===== src/rtl/evsel_pkg.sv =====
package evsel_pkg;
  localparam int unsigned NUM_LANES  = 8;
  localparam int unsigned NUM_EVENTS = 8;
  localparam int unsigned IDX_W      = $clog2(NUM_EVENTS);
  localparam int unsigned FIELD_W    = IDX_W + 1;
  localparam int unsigned CFG_W      = NUM_LANES * FIELD_W;
  localparam int unsigned DATA_W     = 64;
  localparam int unsigned ADDR_W     = 10;
  localparam int unsigned SPR_NUM    = 913;

  typedef struct packed {
    logic             grp;
    logic [IDX_W-1:0] idx;
  } lane_cfg_t;
endpackage


===== src/rtl/evsel_cfg_reg.sv =====
module evsel_cfg_reg #(
  parameter int unsigned ADDR_W  = evsel_pkg::ADDR_W,
  parameter int unsigned DATA_W  = evsel_pkg::DATA_W,
  parameter int unsigned CFG_W   = evsel_pkg::CFG_W,
  parameter int unsigned SPR_NUM = evsel_pkg::SPR_NUM
) (
  input  logic              clk_i,
  input  logic              rst_ni,
  input  logic              we_i,
  input  logic              re_i,
  input  logic [ADDR_W-1:0] addr_i,
  input  logic [DATA_W-1:0] wdata_i,
  input  logic              priv_i,
  output logic [DATA_W-1:0] rdata_o,
  output logic              illegal_o,
  output logic [CFG_W-1:0]  cfg_o
);
  logic [CFG_W-1:0] cfg_q;
  logic             illegal_q;
  logic             hit;
  logic             unused_hi;

  assign hit       = (addr_i == ADDR_W'(SPR_NUM));
  assign unused_hi = ^wdata_i[DATA_W-1:CFG_W];

  always_ff @(posedge clk_i or negedge rst_ni) begin
    if (!rst_ni) begin
      cfg_q     <= '0;
      illegal_q <= 1'b0;
    end else begin
      if (we_i && hit && priv_i) cfg_q <= wdata_i[CFG_W-1:0];
      illegal_q <= we_i && hit && !priv_i;
    end
  end

  // upper field bits are not stored and read back as zero
  assign rdata_o   = (re_i && hit && priv_i) ? DATA_W'(cfg_q) : '0;
  assign illegal_o = illegal_q;
  assign cfg_o     = cfg_q;


  illegal_cause_chk: assert property (@(posedge clk_i) disable iff (!rst_ni)
    illegal_q |-> $past(we_i && hit && !priv_i));

  unpriv_hold_chk: assert property (@(posedge clk_i) disable iff (!rst_ni)
    (we_i && !priv_i) |=> $stable(cfg_q));

  priv_write_chk: assert property (@(posedge clk_i) disable iff (!rst_ni)
    (we_i && priv_i && hit) |=> (cfg_q == $past(wdata_i[CFG_W-1:0])));
endmodule


===== src/rtl/evsel_lane.sv =====
module evsel_lane #(
  parameter int unsigned NUM_EVENTS = evsel_pkg::NUM_EVENTS,
  localparam int unsigned IDX_W     = $clog2(NUM_EVENTS)
) (
  input  logic                  clk_i,
  input  logic                  rst_ni,
  input  logic                  grp_i,
  input  logic [IDX_W-1:0]      idx_i,
  input  logic [NUM_EVENTS-1:0] ev0_i,
  input  logic [NUM_EVENTS-1:0] ev1_i,
  output logic                  evt_o
);
  logic [NUM_EVENTS-1:0] bank;
  logic                  evt_q;

  // group select feeds the whole bank of 2:1 muxes
  genvar k;
  for (k = 0; k < NUM_EVENTS; k++) begin : g_bank
    assign bank[k] = grp_i ? ev1_i[k] : ev0_i[k];
  end

  always_ff @(posedge clk_i or negedge rst_ni) begin
    if (!rst_ni) evt_q <= 1'b0;
    else         evt_q <= bank[idx_i];
  end

  assign evt_o = evt_q;


  grp0_quiet_chk: assert property (@(posedge clk_i) disable iff (!rst_ni)
    (!grp_i && (ev0_i == '0)) |=> !evt_o);

  grp1_busy_chk: assert property (@(posedge clk_i) disable iff (!rst_ni)
    (grp_i && (ev1_i == '1)) |=> evt_o);
endmodule


===== src/rtl/thread_event_sel.sv =====
module thread_event_sel #(
  parameter int unsigned NUM_LANES  = evsel_pkg::NUM_LANES,
  parameter int unsigned NUM_EVENTS = evsel_pkg::NUM_EVENTS,
  parameter int unsigned ADDR_W     = evsel_pkg::ADDR_W,
  parameter int unsigned DATA_W     = evsel_pkg::DATA_W,
  parameter int unsigned SPR_NUM    = evsel_pkg::SPR_NUM,
  localparam int unsigned IDX_W     = $clog2(NUM_EVENTS),
  localparam int unsigned FIELD_W   = IDX_W + 1,
  localparam int unsigned CFG_W     = NUM_LANES * FIELD_W
) (
  input  logic                  clk_i,
  input  logic                  rst_ni,
  input  logic [NUM_EVENTS-1:0] t0_events_i,
  input  logic [NUM_EVENTS-1:0] t1_events_i,
  input  logic                  cfg_we_i,
  input  logic                  cfg_re_i,
  input  logic [ADDR_W-1:0]     cfg_addr_i,
  input  logic [DATA_W-1:0]     cfg_wdata_i,
  input  logic                  cfg_priv_i,
  output logic [DATA_W-1:0]     cfg_rdata_o,
  output logic                  cfg_illegal_o,
  output logic [NUM_LANES-1:0]  event_o
);
  logic [CFG_W-1:0] cfg;

  evsel_cfg_reg #(
    .ADDR_W (ADDR_W),
    .DATA_W (DATA_W),
    .CFG_W  (CFG_W),
    .SPR_NUM(SPR_NUM)
  ) cfg_reg_i (
    .clk_i    (clk_i),
    .rst_ni   (rst_ni),
    .we_i     (cfg_we_i),
    .re_i     (cfg_re_i),
    .addr_i   (cfg_addr_i),
    .wdata_i  (cfg_wdata_i),
    .priv_i   (cfg_priv_i),
    .rdata_o  (cfg_rdata_o),
    .illegal_o(cfg_illegal_o),
    .cfg_o    (cfg)
  );

  // lane 0 sits in the most significant field (big-endian numbering)
  genvar i;
  for (i = 0; i < NUM_LANES; i++) begin : g_lane
    logic [FIELD_W-1:0] fld;
    assign fld = cfg[CFG_W-1-FIELD_W*i -: FIELD_W];

    evsel_lane #(.NUM_EVENTS(NUM_EVENTS)) lane_i (
      .clk_i (clk_i),
      .rst_ni(rst_ni),
      .grp_i (fld[FIELD_W-1]),
      .idx_i (fld[IDX_W-1:0]),
      .ev0_i (t0_events_i),
      .ev1_i (t1_events_i),
      .evt_o (event_o[i])
    );
  end


  unpriv_read_chk: assert property (@(posedge clk_i) disable iff (!rst_ni)
    !cfg_priv_i |-> (cfg_rdata_o == '0));
endmodule


===== config.mk =====
export PLATFORM = sky130hd
export DESIGN_NAME = thread_event_sel
export DESIGN_NICKNAME = d
export VERILOG_FILES = /design/src/rtl/evsel_pkg.sv /design/src/rtl/evsel_cfg_reg.sv /design/src/rtl/evsel_lane.sv /design/src/rtl/thread_event_sel.sv
export SDC_FILE = /design/constraint.sdc
export NUM_CORES = 1
export LEC_CHECK = 0
export ABC_CLOCK_PERIOD_IN_PS = 1600
export CAP_MARGIN = 20
export CORE_MARGIN = 3
export CORE_UTILIZATION = 40
export DETAILED_ROUTE_END_ITERATION = 10
export DONT_BUFFER_PORTS = 1
export GPL_TIMING_DRIVEN = 0
export SYNTH_ARGS = -nofsm -noshare
export SYNTH_HDL_FRONTEND = slang
export SYNTH_SLANG_ARGS = --single-unit

===== constraint.sdc =====
create_clock -name clk_i -period 1.6 [get_ports clk_i]
set_input_delay 0.16 -clock clk_i [delete_from_list [all_inputs] [get_ports clk_i]]
set_output_delay 0.16 -clock clk_i [all_outputs]
set_load 0.02 [all_outputs]

==> reports/metrics.cfg, run 1 <==
[timing]
finalWorstSetupSlack_ns=0.0413
fin_hold_ws_ns=0.0172
rsz0062_at_grt=no
skew_ns=0.00466
post-route-period-util_pct=97.4
setup_violations=0
hold_violations=0
maxSlewHeadroom_pct=65.8
fmax_mhz=642
period_minus_slack_ns=1.56
finalMaxSlewViolations=0
setup_tns_ns=0
worst_slew_pin_slew_ns=0.509

[critical_path]
endpoint_kind=flop
cpPeakStageDelay_ns=0.57
crit_family=simple AND/OR/NAND/NOR gates
crit_chain=or4b_4, nor4_4, buf_6, mux2_2
start_kind=input pin
worstPathArrival_ns=1.73
slowest_stage=or4b_4
timing.critical_path.depth=4
cp.required_ns=1.77
critical_path_buf_inv_count=1
r2r_slack_ns=0.17
reg2regPathDepth=3
critPathKind=input pin to flop
cp_max_fo=10

[routing]
num_vias=1869
drt-vias-per-instance=5.16
remaining_drc_errors=0
wl_per_cell_um=20.1
drt_iter0_markers=86
firstDrtPassIters=4
postRouteWirelength_um=7290
drtAntennaViolNets=0

[placement]
post-dp-hpwl_um=5330
dpl_cell_area_um2=3310
place_ws_ns=-0.477
place.gp.congestion=0.731
portBuffers=0

[cts]
cts_htree_levels=2
cts_buffers=5
tritoncts=done
clock_path_buffers=2
clkLatencyLatePin_ns=0.29
ctsRootBufferMaster=clkbuf_8
clk_pin_slew_ns=0.08
cts_sinks=41

[synthesis]
synth_warnings=0
netlist_area_um2=3010
synth-seq-area-share_pct=34.1
synth_edf_count=0
syn_avg_cell_area_um2=13.4
ys_seq_elements=41
syn_inst=225
synthFlopType=dfrtp_1
postSynth.asyncResetShare_pct=100
ys_types=17

[floorplan]
die-area_um2=8600
die_w_um=92.7
die_y_um=92.7
start_util_pct=42.6
num_rows=30
pin_count=168
core_area_um2=7060

[global_routing]
grt_use_total_pct=17.3
overflow=0
grt_start_max_net_pins=42
first_global_vias=2055
antenna_found_initial=0
grt_pass1_wl_um=11500

[power]
pwr-share-seq_pct=51.6
swShare_pct=24.3
clkPwrFrac_pct=33.1
power_density_nw_per_um2=581
combPwrFrac_pct=15.3
switchingPower_w=0.000502
p_int_w=0.00156
p_leak_nw=1.55
peakVddDrop_mv=0.397

[cells_and_area]
fin_util_pct=50.4
final_area_um2=3550
n_antenna_cell=0
layout.nets=361
area_growth_pct=18.1
nFillCells=656
drive_gt1_share_pct=57.9

[min_path]
whs_path_depth=1
hp-class=input pin to flop

[flow_run]
cap_viol_max_count=0

[outcome]
status=finished clean

registers in the layout (all words and copies together) (netlist names):
name / flops
cfg_reg_i.cfg_o: 32
g_lane.lane_i.evt_o: 8
cfg_reg_i.illegal_o: 1
synth_stat cells (2+ instances only):
cell type	number	share of area, %
mux2_1	2	0.75
buf_6	3	1.1
clkbuf_1	11	1.4
nand2b_1	2	0.42
and2_1	32	6.7
mux2_2	30	11
mux2i_1	24	8.0
mux4_2	32	24
buf_4	40	10
nand2_1	2	0.25
dfrtp_1	41	34
placed cells by master (no fill, tap or decap):
cell / n
buf_4: 41
dfrtp_1: 41
mux4_2: 32
conb_1: 32
and2_4: 30
mux2_2: 25
mux2i_1: 24
dlygate4sd3_1: 7
mux2_4: 6
clkbuf_8: 6
buf_6: 5
nand2b_1: 2
nand2_1: 2
nor4_4: 2
buf_8: 2
and2_2: 2
or4b_4: 1
nand4b_1: 1
clkbuf_2: 1
nor4_1: 1
mux2_1: 1
clkbuf_1: 1
buf_12: 1
worst paths after layout:
check	from	to
min in group asynchronous	rst_ni	cfg_reg_i.cfg_o[19]$_DFFE_PN0P_
min reg2reg	cfg_reg_i.cfg_o[21]$_DFFE_PN0P_	g_lane[2].lane_i.evt_o$_DFF_PN0_
max	cfg_addr_i[3]	cfg_reg_i.cfg_o[7]$_DFFE_PN0P_
max in group asynchronous	rst_ni	cfg_reg_i.cfg_o[1]$_DFFE_PN0P_
min	cfg_wdata_i[20]	cfg_reg_i.cfg_o[20]$_DFFE_PN0P_
max reg2reg	cfg_reg_i.cfg_o[23]$_DFFE_PN0P_	g_lane[2].lane_i.evt_o$_DFF_PN0_
kinds of logic after synthesis:
group | synth area share, %
mux | 43.9
buf+inv | 12.5
flops | 34.1
simple gates | 9.40
other cells | 0.125
area by class of cell:
type	instances	area [um^2]	area share [%]
clock buffers	7	86.3	2.43
well taps	96	120	3.38
flip-flops and latches	41	1030	28.9
plain buffers	47	380	10.7
repair buffers	10	109	3.06
multi-input cells	161	1830	51.6
through the flow:
step / power (W) / cells
finish: 0.00207 / 362
global placement: 0.00136 / 352
detailed placement: 0.00136 / 352
global route: 0.00218 / 362
floorplan: 0.00135 / 256
CTS: 0.00209 / 365
layer usage:
metal,up-vias,part of all wire [%],track usage (%)
li1,836,-,-
met4,0,0.48,3.17
met5,-,0,0
met3,4,12,6.82
met1,926,40,21.8
met2,103,47,28.5
what timing repair did:
item / in CTS / in global routing
gates resized for setup: 16 / 29
gates cloned: 0 / 0
endpoints found under the setup margin: 32 / 37
hold buffers: 4 / 4
setup buffers: 2 / 0
pin swaps: 1 / 0
endpoints found under the hold margin: 43 / 4
power by group through the flow:
stage | Clock, W | Combinational (W) | Sequential (W)
floorplan | 0 | 0.000266 | 0.00108
global placement | 0 | 0.000276 | 0.00108
detailed placement | 0 | 0.000278 | 0.00108
CTS | 0.000714 | 0.000313 | 0.00106
global route | 0.000772 | 0.000343 | 0.00107
finish | 0.000683 | 0.000316 | 0.00107
(Power assumes the default switching activity.)
==> inputs of run 2 (changes only) <==
- CORE_UTILIZATION: 40 -> 50
- PLACE_DENSITY: default -> 0.68
==> run 2 against run 1 <==
  * First-iteration DRC count down 36%
  * Sequential share of layout area fell by 0.48 points
  * Register-to-register slack hardly changed
  * Critical path depth rose by 2
  * Power increased by 0.20%
  * Worst setup slack worse by 0.052 ns
  * Final area grew 1.7%
  * The run now ends with negative setup slack left
  * Die area down 19%
  * Routed wire length decreased by 6.2%
  * Clock-buffer cell count did not move
==> reports/metrics.cfg, run 2 (synthesis results as in run 1) <==
[outcome]
status=finished, violations left
violations=negative setup slack

[cts]
clkLatencyLatePin_ns=0.29
ctsRootBufferMaster=clkbuf_8
cts_htree_levels=2
clock_path_buffers=2
clk_pin_slew_ns=0.08
cts_buffers=5
tritoncts=done
cts_sinks=41

[critical_path]
endpoint_kind=output pin
slowest_stage=or4b_4
cp.required_ns=1.44
cp_max_fo=5
crit_chain=or4b_4, nor4_4, buf_6, buf_12, clkbuf_16, and2_4
critPathKind=input pin to output pin
worstPathArrival_ns=1.45
start_kind=input pin
cpPeakStageDelay_ns=0.57

[floorplan]
die_y_um=83.6
start_util_pct=53.0
num_rows=27
die-area_um2=6980
die_w_um=83.6
pin_count=168
core_area_um2=5680

[cells_and_area]
fin_util_pct=63.7
layout.nets=367
largest_reg_flops=32
n_antenna_cell=0
drive_gt1_share_pct=57.0
area_growth_pct=20.1
final_area_um2=3610
final_cell_mix=buf_4 (41), dfrtp_1 (41), mux4_2 (32), conb_1 (32), and2_4 (30)

[flow_run]
cap_viol_max_count=0

[global_routing]
grt_pass1_wl_um=10900
grt_use_total_pct=20.0
antenna_found_initial=0
overflow=0
first_global_vias=2020
grt_start_max_net_pins=42

[routing]
drt-vias-per-instance=5.55
firstDrtPassIters=4
routedLengthMet1_um=2420
maxUsedRoutingLayer=met4
num_vias=1909
drtAntennaViolNets=0
remaining_drc_errors=0
drt_iter0_markers=55
route.met2.wl_um=3510
wl_met3_um=858
wl_per_cell_um=19.9
postRouteWirelength_um=6840

[timing]
post-route-period-util_pct=101
setup_violations=5
skew_ns=0.00404
hold_violations=0
finalWorstSetupSlack_ns=-0.0105
period_minus_slack_ns=1.61
rsz0062_at_grt=yes
fmax_mhz=621
finalMaxSlewViolations=0

[power]
peakVddDrop_mv=0.351
p_leak_nw=1.59
power_density_nw_per_um2=573

[placement]
post-dp-hpwl_um=4950
dpl_cell_area_um2=3280
portBuffers=0
place.gp.congestion=0.696

[min_path]
hp-class=input pin to flop

[run 2: worst paths after layout]
path                                            startpoint  cells past startpoint  slack [ns]                          endpoint
setup / recovery                             cfg_addr_i[3]                      6       -0.01                    cfg_rdata_o[7]
hold / removal                             cfg_wdata_i[25]                      1        0.01   cfg_reg_i.cfg_o[25]$_DFFE_PN0P_
setup reg to reg           cfg_reg_i.cfg_o[31]$_DFFE_PN0P_                      3        0.17  g_lane[0].lane_i.evt_o$_DFF_PN0_
hold reg to reg             cfg_reg_i.cfg_o[6]$_DFFE_PN0P_                      1        0.49  g_lane[6].lane_i.evt_o$_DFF_PN0_
max in group asynchronous                           rst_ni                      2        1.07   cfg_reg_i.cfg_o[30]$_DFFE_PN0P_
min in group asynchronous                           rst_ni                      2        0.33   cfg_reg_i.cfg_o[13]$_DFFE_PN0P_
[run 2: cell type report]
type	instances	area [um^2]
clock buffer	7	86.3
fill	462	2060
sequential	41	1030
multi-input combinational	161	1830
buffer	46	375
timing repair buffer	17	204
tap	72	90.1
[run 2: what timing repair did]
item                                    4_1_cts  5_1_grt
pin swaps                                     1        0
setup buffers                                 2        1
endpoints found under the hold margin        46        6
endpoints found under the setup margin       32       40
resized for setup                            15       30
hold buffers                                  7        6
gates cloned                                  0        1
[run 2: critical path: cells and delay by family]
family | cells | cell delay, ns
AND/OR/NAND/NOR | 3 | 0.90
buffers and inverters | 3 | 0.40
[run 2: power by group]
group	internal, W	switching [W]
Sequential	0.00105	0.0000139
Clock	0.000342	0.000335
Combinational	0.000177	0.000149
[run 2: metrics by stage]
step	hold slack [ns]	TNS [ns]	setup WS, ns	power [W]	std cells
2_1_floorplan	-0.136	-3.44	-0.0609	0.00135	256
3_3_place_gp	-0.134	-20.08	-0.490	0.00136	328
3_5_place_dp	-0.134	-20.79	-0.495	0.00136	328
4_1_cts	0.000367	-0.542	-0.0333	0.00209	344
5_1_grt	0.000760	-1.25	-0.0872	0.00217	344
6_report	0.0130	-0.0488	-0.0105	0.00207	344
[run 2: layer usage]
metal | vias up | global-route usage (%)
met2 | 122 | 33.8
met5 | - | 0
met3 | 6 | 8.00
li1 | 847 | -
met4 | 0 | 5.26
met1 | 934 | 23.6
==> inputs of run 3 (changes only) <==
- CORE_UTILIZATION: 50 -> 31
- PLACE_DENSITY: 0.68 -> default
==> run 3 against run 2 <==
  * The run now ends clean
  * Clock-buffer cell count did not move
  * Sequential share of layout area fell by 0.71 points
  * Worst setup slack improved by 0.040 ns
  * Non-clock buffer count rose by 4
  * Critical endpoint is now cfg_rdata_o[27]
  * Final cell count rose by 18%
  * Combinational power rose by 2%
  * Via count fell by 0.58%
  * Register-to-register slack got worse by 0.04 ns
  * Sequential cell count did not move
  * Utilization fell by 24 points
  * Critical path type unchanged
  * Maximum frequency rose by 2.6%
==> reports/metrics.cfg, run 3 (synthesis results as in run 1) <==
[min_path]
worstHoldStart=cfg_wdata_i[24]
holdPathEnd=cfg_reg_i.cfg_o[24]$_DFFE_PN0P_
hp-class=input pin to flop
whs_path_depth=1

[routing]
firstDrtPassIters=4
wl_per_cell_um=19.0
num_vias=1898
postRouteWirelength_um=7730
drt_iter0_markers=119
drtAntennaViolNets=0
drt-vias-per-instance=4.67
remaining_drc_errors=0

[timing]
skew_ns=0.00329
post-route-period-util_pct=98.1
rsz0062_at_grt=yes
fin_hold_ws_ns=0.00937
fmax_mhz=637
finalMaxSlewViolations=0
period_minus_slack_ns=1.57
hold_violations=0
setup_violations=0

[critical_path]
r2r_slack_ns=0.13
cpPeakStageDelay_ns=0.57
reg2reg_to=g_lane[1].lane_i.evt_o$_DFF_PN0_
critPathKind=input pin to output pin
crit-reg2reg-launch=cfg_reg_i.cfg_o[27]$_DFFE_PN0P_
cp.required_ns=1.44
crit_chain=or4b_4, nor4_4, buf_6, clkbuf_8, and2_4
start_kind=input pin
cp_max_fo=10
crit_family=simple AND/OR/NAND/NOR gates
endpoint_kind=output pin
critical_path_buf_inv_count=2
worstPathArrival_ns=1.41
slowest_stage=or4b_4
reg2regPathDepth=4

[cells_and_area]
layout.nets=371
n_antenna_cell=0
nFillCells=929
fin_cells=406
largest_reg_flops=32
final_common_cell=buf_4
drive_gt1_share_pct=57.0
final_cell_mix=buf_4 (43), dfrtp_1 (41), mux4_2 (32), conb_1 (32), and2_4 (30)
area_growth_pct=23.2

[global_routing]
overflow=0
grt_start_max_net_pins=42
antenna_found_initial=0
first_global_vias=1979
grt_use_total_pct=13.9
grt_pass1_wl_um=11700

[cts]
tritoncts=done
clk_pin_slew_ns=0.08
cts_sinks=41
clkLatencyLatePin_ns=0.29
cts_buffers=5
clock_path_buffers=2
ctsRootBufferMaster=clkbuf_8
cts_htree_levels=2

[power]
power_density_nw_per_um2=583
peakVddDrop_mv=0.279
p_leak_nw=1.61

[placement]
place.gp.congestion=0.766
portBuffers=0
post-dp-hpwl_um=5640
dp.cells=385

[floorplan]
die-area_um2=10900
pin_count=168
die_y_um=105
num_rows=35
start_util_pct=32.3
die_w_um=105
core_area_um2=9330

[outcome]
status=finished clean

[flow_run]
cap_viol_max_count=0

[run 3: worst register-to-register path, stage by stage, from the launching register on]
cell	delay (ns)
dfrtp_1	0.33
clkbuf_2	0.19
mux4_2	0.51
mux2i_1	0.21
mux2i_1	0.11
[run 3: worst max-delay path by stage]
stage | start | endpoint | slack (ns) | cells past startpoint
CTS | cfg_addr_i[3] | cfg_rdata_o[9] | -0.01 | 5
global placement | cfg_addr_i[3] | cfg_rdata_o[14] | -0.60 | 4
global route | cfg_addr_i[3] | cfg_rdata_o[5] | -0.03 | 5
finish | cfg_addr_i[3] | cfg_rdata_o[27] | 0.03 | 5
detailed placement | cfg_addr_i[3] | cfg_rdata_o[14] | -0.63 | 4
floorplan | cfg_addr_i[3] | cfg_rdata_o[0] | -0.06 | 4
[run 3: layer usage]
layer | wire, um | share of wire [%] | track usage, %
met1 | 3040 | 39 | 17.3
met2 | 4000 | 52 | 24.1
met3 | 578 | 7.5 | 3.79
met4 | 107 | 1.4 | 3.32
met5 | 0 | 0 | 0
[run 3: where the power goes]
| part | switching (W) | internal (W) |
|---|---|---|
| Sequential | 0.0000146 | 0.00105 |
| Clock | 0.000371 | 0.000390 |
| Combinational | 0.000151 | 0.000182 |
[run 3: stage by stage]
| stage | util, % | setup TNS (ns) | setup slack [ns] | area [um^2] | power, W |
|---|---|---|---|---|---|
| floorplan | - | -3.44 | -0.0609 | 3190 | 0.00135 |
| global placement | 35.9 | -25.27 | -0.601 | 3350 | 0.00136 |
| detailed placement | 35.9 | -26.61 | -0.625 | 3350 | 0.00136 |
| CTS | 39.3 | -0.0690 | -0.0141 | 3670 | 0.00219 |
| global route | 39.7 | -0.416 | -0.0295 | 3710 | 0.00226 |
| finish | 39.7 | 0 | 0.0298 | 3710 | 0.00216 |
[run 3: area by class of cell]
cell class	instances	area [um^2]	area share [%]
multi-input cells	161	1830	49.4
flip-flops and latches	41	1030	27.7
plain buffers	47	382	10.3
repair buffers	20	204	5.50
well taps	129	161	4.35
clock buffers	7	96.3	2.60
clock inverters	1	5.00	0.135
[run 3: what timing repair did]
| action | CTS | global route |
|---|---|---|
| endpoints found under the setup margin | 34 | 42 |
| buffers inserted | 2 | 2 |
| resized for setup | 33 | 9 |
| hold endpoints to repair | 52 | 3 |
| pin swaps | 1 | 0 |
| cloned | 0 | 0 |
| hold buffers | 13 | 3 |
